[src/rtl/tri_timer_pkg.sv]
package tri_timer_pkg;

  localparam int NUM_CH      = 3;
  localparam int SEL_W       = 3;
  localparam int MAX_SEL     = 4;
  localparam int PRE_W       = 2 * MAX_SEL + 2;
  localparam int CTL_W       = 16;
  localparam int BYTE_W      = 8;
  localparam int FLAG_BIT    = 8;
  localparam int IE_BIT      = 5;
  localparam int OFF_OUTCTL  = 'h00;
  localparam int OFF_RUN     = 'h04;
  localparam int OFF_CH_BASE = 'h08;
  localparam int CH_STRIDE   = 12;

  typedef struct packed {
    logic              outCtlWr;
    logic              runWr;
    logic [NUM_CH-1:0] constWr;
    logic [NUM_CH-1:0] cntWr;
    logic [NUM_CH-1:0] ctlWr;
  } wr_strobe_t;

  // Terminal prescaler value for a rate select; zero for unsupported codes.
  function automatic logic [PRE_W-1:0] preTerminal(input logic [SEL_W-1:0] sel);
    int shamt;
    shamt = 2 * int'(sel) + 2;
    if (sel > SEL_W'(MAX_SEL)) return '0;
    return PRE_W'((32'd1 << shamt) - 32'd1);
  endfunction

endpackage

[src/rtl/tri_timer_ctl.sv]
module tri_timer_ctl
  import tri_timer_pkg::*;
#(
  parameter int ADDR_W = 8,
  parameter int CNT_W  = 32
) (
  input  logic [ADDR_W-1:0]             addr,
  input  logic                          wrEn,
  input  logic [BYTE_W-1:0]             outCtlQ,
  input  logic [BYTE_W-1:0]             startQ,
  input  logic [NUM_CH-1:0][CNT_W-1:0]  constQ,
  input  logic [NUM_CH-1:0][CNT_W-1:0]  cntQ,
  input  logic [NUM_CH-1:0][CTL_W-1:0]  ctlQ,
  output wr_strobe_t                    strobe,
  output logic [CNT_W-1:0]              rdData
);

  // Address decode: one strobe per register, readback mux, zero elsewhere.
  always_comb begin
    strobe = '0;
    rdData = '0;
    if (addr == ADDR_W'(OFF_OUTCTL)) begin
      strobe.outCtlWr = wrEn;
      rdData          = CNT_W'(outCtlQ);
    end
    if (addr == ADDR_W'(OFF_RUN)) begin
      strobe.runWr = wrEn;
      rdData       = CNT_W'(startQ);
    end
    for (int n = 0; n < NUM_CH; n++) begin
      if (addr == ADDR_W'(OFF_CH_BASE + CH_STRIDE * n)) begin
        strobe.constWr[n] = wrEn;
        rdData            = constQ[n];
      end
      if (addr == ADDR_W'(OFF_CH_BASE + CH_STRIDE * n + 4)) begin
        strobe.cntWr[n] = wrEn;
        rdData          = cntQ[n];
      end
      if (addr == ADDR_W'(OFF_CH_BASE + CH_STRIDE * n + 8)) begin
        strobe.ctlWr[n] = wrEn;
        rdData          = CNT_W'(ctlQ[n]);
      end
    end
  end

endmodule

[src/rtl/tri_timer_dp.sv]
module tri_timer_dp
  import tri_timer_pkg::*;
#(
  parameter int CNT_W = 32
) (
  input  logic                          clk,
  input  logic                          rstN,
  input  logic                          pclkEn,
  input  wr_strobe_t                    strobe,
  input  logic [CNT_W-1:0]              wrData,
  output logic [BYTE_W-1:0]             outCtlQ,
  output logic [BYTE_W-1:0]             startQ,
  output logic [NUM_CH-1:0][CNT_W-1:0]  constQ,
  output logic [NUM_CH-1:0][CNT_W-1:0]  cntQ,
  output logic [NUM_CH-1:0][CTL_W-1:0]  ctlQ,
  output logic [NUM_CH-1:0]             irq
);

  localparam logic [CNT_W-1:0] CNT_RST = '1;

  always_ff @(posedge clk) begin
    if (!rstN) begin
      outCtlQ <= '0;
      startQ  <= '0;
    end else begin
      if (strobe.outCtlWr) outCtlQ <= wrData[BYTE_W-1:0];
      if (strobe.runWr)    startQ  <= wrData[BYTE_W-1:0];
    end
  end

  for (genvar g = 0; g < NUM_CH; g++) begin : gCh
    logic [PRE_W-1:0] preR;
    logic [CNT_W-1:0] constR;
    logic [CNT_W-1:0] cntR;
    logic [CTL_W-1:0] ctlR;
    logic [SEL_W-1:0] selNow;
    logic             selOk;
    logic             selChg;
    logic             advance;
    logic             tick;
    logic             underflow;

    assign selNow    = ctlR[SEL_W-1:0];
    assign selOk     = selNow <= SEL_W'(MAX_SEL);
    assign selChg    = strobe.ctlWr[g] && (wrData[SEL_W-1:0] != selNow);
    assign advance   = startQ[g] && pclkEn && selOk;
    assign tick      = advance && !selChg && (preR == preTerminal(selNow));
    assign underflow = tick && (cntR == '0);

    // Prescaler: counts enabled cycles, wraps at the selected terminal.
    always_ff @(posedge clk) begin
      if (!rstN)        preR <= '0;
      else if (selChg)  preR <= '0;
      else if (tick)    preR <= '0;
      else if (advance) preR <= preR + 1'b1;
    end

    always_ff @(posedge clk) begin
      if (!rstN)                  constR <= CNT_RST;
      else if (strobe.constWr[g]) constR <= wrData;
    end

    // Count: software write wins over the tick on the same edge.
    always_ff @(posedge clk) begin
      if (!rstN)                cntR <= CNT_RST;
      else if (strobe.cntWr[g]) cntR <= wrData;
      else if (underflow)       cntR <= constR;
      else if (tick)            cntR <= cntR - 1'b1;
    end

    // Control: an underflow sets the flag even against a clearing write.
    always_ff @(posedge clk) begin
      if (!rstN) begin
        ctlR <= '0;
      end else begin
        if (strobe.ctlWr[g]) ctlR <= wrData[CTL_W-1:0];
        if (underflow)       ctlR[FLAG_BIT] <= 1'b1;
      end
    end

    assign constQ[g] = constR;
    assign cntQ[g]   = cntR;
    assign ctlQ[g]   = ctlR;
    assign irq[g]    = ctlR[FLAG_BIT] & ctlR[IE_BIT];
  end

endmodule

[src/rtl/tri_timer.sv]
module tri_timer
  import tri_timer_pkg::*;
#(
  parameter int ADDR_W = 8,
  parameter int CNT_W  = 32
) (
  input  logic              clk,
  input  logic              rstN,
  input  logic              pclkEn,
  input  logic [ADDR_W-1:0] addr,
  input  logic              wrEn,
  input  logic [CNT_W-1:0]  wrData,
  output logic [CNT_W-1:0]  rdData,
  output logic [NUM_CH-1:0] irq
);

  wr_strobe_t                   strobe;
  logic [BYTE_W-1:0]            outCtlQ;
  logic [BYTE_W-1:0]            startQ;
  logic [NUM_CH-1:0][CNT_W-1:0] constQ;
  logic [NUM_CH-1:0][CNT_W-1:0] cntQ;
  logic [NUM_CH-1:0][CTL_W-1:0] ctlQ;

  tri_timer_ctl #(.ADDR_W(ADDR_W), .CNT_W(CNT_W)) uCtl (
    .addr    (addr),
    .wrEn    (wrEn),
    .outCtlQ (outCtlQ),
    .startQ  (startQ),
    .constQ  (constQ),
    .cntQ    (cntQ),
    .ctlQ    (ctlQ),
    .strobe  (strobe),
    .rdData  (rdData)
  );

  tri_timer_dp #(.CNT_W(CNT_W)) uDp (
    .clk     (clk),
    .rstN    (rstN),
    .pclkEn  (pclkEn),
    .strobe  (strobe),
    .wrData  (wrData),
    .outCtlQ (outCtlQ),
    .startQ  (startQ),
    .constQ  (constQ),
    .cntQ    (cntQ),
    .ctlQ    (ctlQ),
    .irq     (irq)
  );

endmodule

[config.mk]
export PLATFORM = sky130hd
export DESIGN_NAME = tri_timer
export DESIGN_NICKNAME = d
export VERILOG_FILES = /design/src/rtl/tri_timer_pkg.sv /design/src/rtl/tri_timer_ctl.sv /design/src/rtl/tri_timer_dp.sv /design/src/rtl/tri_timer.sv
export SDC_FILE = /design/constraint.sdc
export NUM_CORES = 1
export LEC_CHECK = 0
export ABC_AREA = 1
export BUFFER_PORTS_ARGS = -buffer_cell sky130_fd_sc_hd__buf_2
export CAP_MARGIN = 25
export CORE_MARGIN = 2
export CORE_UTILIZATION = 60
export DETAILED_ROUTE_END_ITERATION = 8
export GPL_TIMING_DRIVEN = 0
export HOLD_SLACK_MARGIN = 0.12
export PLACE_DENSITY = 0.83
export SYNTH_ARGS = -nofsm -noshare
export SYNTH_HDL_FRONTEND = slang
export SYNTH_HIERARCHICAL = 1
export SYNTH_SLANG_ARGS = --single-unit
[constraint.sdc]
create_clock -name clk -period 3 [get_ports clk]
set_input_delay 0.15 -clock clk [delete_from_list [all_inputs] [get_ports clk]]
set_output_delay 0.15 -clock clk [all_outputs]
set_load 0.005 [all_outputs]
==> impl_metrics.env <==
export IMPL_clockBufferDepth=3
export IMPL_cp_required_ns=3.46
export IMPL_drt_wl_total_mm=67.54
export IMPL_clock_latency_ns=0.52
export IMPL_grt_max_degree=13
export IMPL_yosysWarnings=6
export IMPL_worstMarginPinSlew_ns=1.201
export IMPL_dp_hpwl_mm=50.34
export IMPL_stdcell_count=3480
export IMPL_layout_nets=3125
export IMPL_arrival_ns=3.31
export IMPL_avgSynthCellArea_um2=6.180
export IMPL_p_leak_uw=0.01046
export IMPL_pre_cts_ws_ns=-0.07670
export IMPL_io_pin_count=79
export IMPL_die_h_um=177.8
export IMPL_status="finished, final reports clean"
export IMPL_synth_seq_cells=286
export IMPL_syn_nets=2992
export IMPL_drcViolationCount=0
export IMPL_finalSetupViolations=0
export IMPL_layout_worst_path_cycle_share=0.9516
export IMPL_syn_cell_area_um2=18130
export IMPL_timing_hold_ws_ns=0.1231
export IMPL_nFillCells=2684
export IMPL_grt_pass1_vias=18600
export IMPL_cts_inserted_buffers=34
export IMPL_syn2layout_area_growth_pct=12.93
export IMPL_ir_drop_uv=488.9
export IMPL_cts_sinks=286
export IMPL_hold_end="uDp/gCh[0].preR[1]"
export IMPL_post_drt_wl_per_cell_um=19.41
export IMPL_viasPerCell=5.900
export IMPL_period_minus_slack_ns=2.855
export IMPL_power_density_nw_per_um2=410.2
export IMPL_yosysSeqAreaShare=0.3158
export IMPL_die_w_um=177.8
export IMPL_hp_start="pclkEn"
export IMPL_reg2reg_depth=18
export IMPL_timing_rr_end="uDp/gCh[0].cntR[18]"
export IMPL_hold_viol_final=0
export IMPL_place_inst=3389
export IMPL_initial_utilization=0.6100
export IMPL_crit_reg2reg_launch="uDp/gCh[0].ctlR[0]"
export IMPL_synthFlopType="dfxtp_1"
export IMPL_antenna_left=0
export IMPL_clk_pin_slew_ns=0.06
export IMPL_fin_total_pwr_uw=8398
export IMPL_critPathCaptureType="flop"
export IMPL_cp_start_kind="flop"
export IMPL_synth_enable_flop_cells=0
export IMPL_fmax_mhz=350.3
export IMPL_overflow=0
export IMPL_io_buffers=66
export IMPL_relSlewSlack=0.1997
export IMPL_cts_root_buf="clkbuf_16"
export IMPL_cp_max_fo=10
export IMPL_grt_first_pass_wirelength_mm=102.1
export IMPL_core_um2=29720
export IMPL_register_area_um2=5739
export IMPL_hp_class="in2reg"
export IMPL_row_count=63
export IMPL_skew_ns=0.02006
export IMPL_dieArea_um2=31620
export IMPL_place_congestion=1.009
export IMPL_num_vias=20530
export IMPL_path_class="reg2reg"
export IMPL_r2r_slack_ns=0.15
export IMPL_cts_tree="built"
export IMPL_multi_input_area_um2=10330
export IMPL_fin_ws_ns=0.1452
export IMPL_htree_levels=2
export IMPL_async_reset_ff_frac=0
export IMPL_drv_cap=0
export IMPL_synth_cell_types=49
export IMPL_grt_use_total=0.4159
export IMPL_antenna_found_initial=2
export IMPL_post_route_cells_drive_above_1_share=0.09129
export IMPL_slew_viol_final=0
export IMPL_synthCells=2933
export IMPL_drt_iter0_markers=2891
export IMPL_drtPass1Iterations=6
export IMPL_tns_ns=0
export IMPL_whs_path_depth=5
==> where the power goes <==
| part | internal (uW) | leakage [uW] | switching (uW) |
|---|---|---|---|
| registers | 3810 | 0.00232 | 8.29 |
| clock network | 2510 | 0.000547 | 1640 |
| logic | 116 | 0.00759 | 319 |
==> area by class of cell <==
| type | instances | area share |
|---|---|---|
| Antenna cell | 1 | 0.0001222 |
| Buffer | 152 | 0.03581 |
| Clock buffer | 50 | 0.04957 |
| Clock inverter | 9 | 0.004767 |
| Inverter | 384 | 0.07065 |
| Multi-Input combinational cell | 2112 | 0.5046 |
| Sequential cell | 286 | 0.2803 |
| Tap cell | 390 | 0.02384 |
| Timing Repair Buffer | 96 | 0.03031 |
==> cells in the mapped netlist (2+ instances only) <==
| cell | n | area share |
|---|---|---|
| buf_6 | 7 | 0.0043 |
| inv_2 | 15 | 0.0031 |
| nor3_1 | 40 | 0.011 |
| o211ai_1 | 2 | 0.00083 |
| clkbuf_1 | 91 | 0.019 |
| nand3_2 | 12 | 0.0066 |
| nor4_1 | 10 | 0.0035 |
| buf_2 | 35 | 0.0097 |
| dfxtp_1 | 286 | 0.32 |
| nand3b_1 | 6 | 0.0025 |
| o2111ai_1 | 3 | 0.0014 |
| nand2_2 | 8 | 0.0028 |
| nor3b_1 | 2 | 0.00083 |
| xnor2_1 | 27 | 0.013 |
| nand2_4 | 5 | 0.0031 |
| a22o_1 | 16 | 0.0077 |
| buf_4 | 6 | 0.0025 |
| or2_0 | 6 | 0.0021 |
| a21oi_1 | 234 | 0.065 |
| and3_1 | 2 | 0.00069 |
| nand4_1 | 96 | 0.033 |
| o22ai_1 | 3 | 0.0010 |
| nor2_4 | 5 | 0.0031 |
| xor2_1 | 72 | 0.035 |
| nor2_1 | 317 | 0.066 |
| or2_2 | 18 | 0.0062 |
| nand2_1 | 723 | 0.15 |
| clkinv_2 | 2 | 0.00055 |
| a31oi_1 | 5 | 0.0017 |
| inv_1 | 359 | 0.074 |
| clkinv_1 | 7 | 0.0014 |
| o21ai_1 | 10 | 0.0028 |
| ha_1 | 15 | 0.010 |
| nand3_1 | 290 | 0.080 |
| buf_1 | 11 | 0.0023 |
| nor2_2 | 15 | 0.0052 |
| nor3_2 | 3 | 0.0017 |
| o21ai_0 | 158 | 0.044 |
==> kinds of logic (layout without fill, tap and decap cells) <==
kind of cell | count (synthesis) | count (layout) | synth area share
buf+inv | 536 | 691 | 0.1185
simple gates | 1564 | 1565 | 0.3826
xor+xnor | 99 | 99 | 0.04783
flops | 286 | 286 | 0.3158
other cells | 0 | 1 | 0
fa+ha+maj | 15 | 15 | 0.01035
compound gates | 433 | 433 | 0.1249
==> per-layer routing <==
metal	vias to the layer above	part of all wire	routed length, um	track usage
li1	9696	-	-	-
met1	9367	0.40	27100	0.5544
met2	1267	0.44	29820	0.6554
met4	0	0.047	3190	0.1889
met3	201	0.11	7430	0.07391
met5	-	0	0	0
==> cells in the final DEF (no fill, tap or decap), types with 18 or more instances in the layout <==
master         netlist  final
nand4_1             96     96
clkbuf_16            0     37
xor2_1              72     72
buf_2               35     94
a21oi_1            234    234
xnor2_1             27     27
or2_2               18     18
dfxtp_1            286    277
nor2_1             317    315
buf_4                6     18
dlygate4sd3_1        0     21
inv_1              359    359
nand3_1            290    287
o21ai_0            158    157
nand2_1            723    722
clkbuf_1            91    100
nor3_1              40     39
==> sequential cells by signal (all words and copies together), names as in the netlist <==
name            cells
uDp/gCh.cntR       96
uDp/gCh.ctlR       48
uDp/gCh.constR     96
uDp/outCtlQ         8
uDp/startQ          8
uDp/gCh.preR       30
==> stage by stage <==
step / instance area (um2) / util
floorplan: 18130 / -
global route: 20470 / 0.6888
CTS: 20300 / 0.6830
global placement: 18950 / 0.6375
detailed placement: 18950 / 0.6375
finish: 20470 / 0.6889
==> critical path, cell delays in order (launching register included) <==
cell and delay, ns:
dfxtp_2 0.39, nand2_1 0.09, inv_1 0.11, ha_1 0.27, nand2_1 0.08, ha_1 0.17
inv_1 0.06, nor2_1 0.19, nand2_1 0.10, nand2_1 0.10, nand2_1 0.06, nor2_1 0.15
nand3_1 0.15, nor2_4 0.22, nand2_1 0.16, clkinv_1 0.10, buf_2 0.24, nand3_1 0.11
nand2_1 0.07
==> timing repair <==
item / CTS / global route
pin swaps: 1 / 6
gates resized for setup: 2 / 42
hold endpoints to repair: 78 / 0
setup buffers: 1 / 8
hold buffers: 21 / 0
setup endpoints to repair: 36 / 118
cloned: 0 / 1
==> worst max-delay path by stage <==
stage                                      to               start  slack, ns
final                     uDp/gCh[0].cntR[18]  uDp/gCh[0].ctlR[0]       0.15
after global routing      uDp/gCh[0].cntR[30]  uDp/gCh[0].ctlR[0]      -0.05
after CTS                 uDp/gCh[2].cntR[30]  uDp/gCh[2].ctlR[2]      0.006
after detailed placement  uDp/gCh[1].cntR[28]  uDp/gCh[1].ctlR[2]      -0.08
after global placement    uDp/gCh[1].cntR[28]  uDp/gCh[1].ctlR[2]      -0.09
after floorplan           uDp/gCh[2].cntR[28]  uDp/gCh[2].ctlR[2]       0.53
No activity file was read; power rests on OpenSTA's default activity.
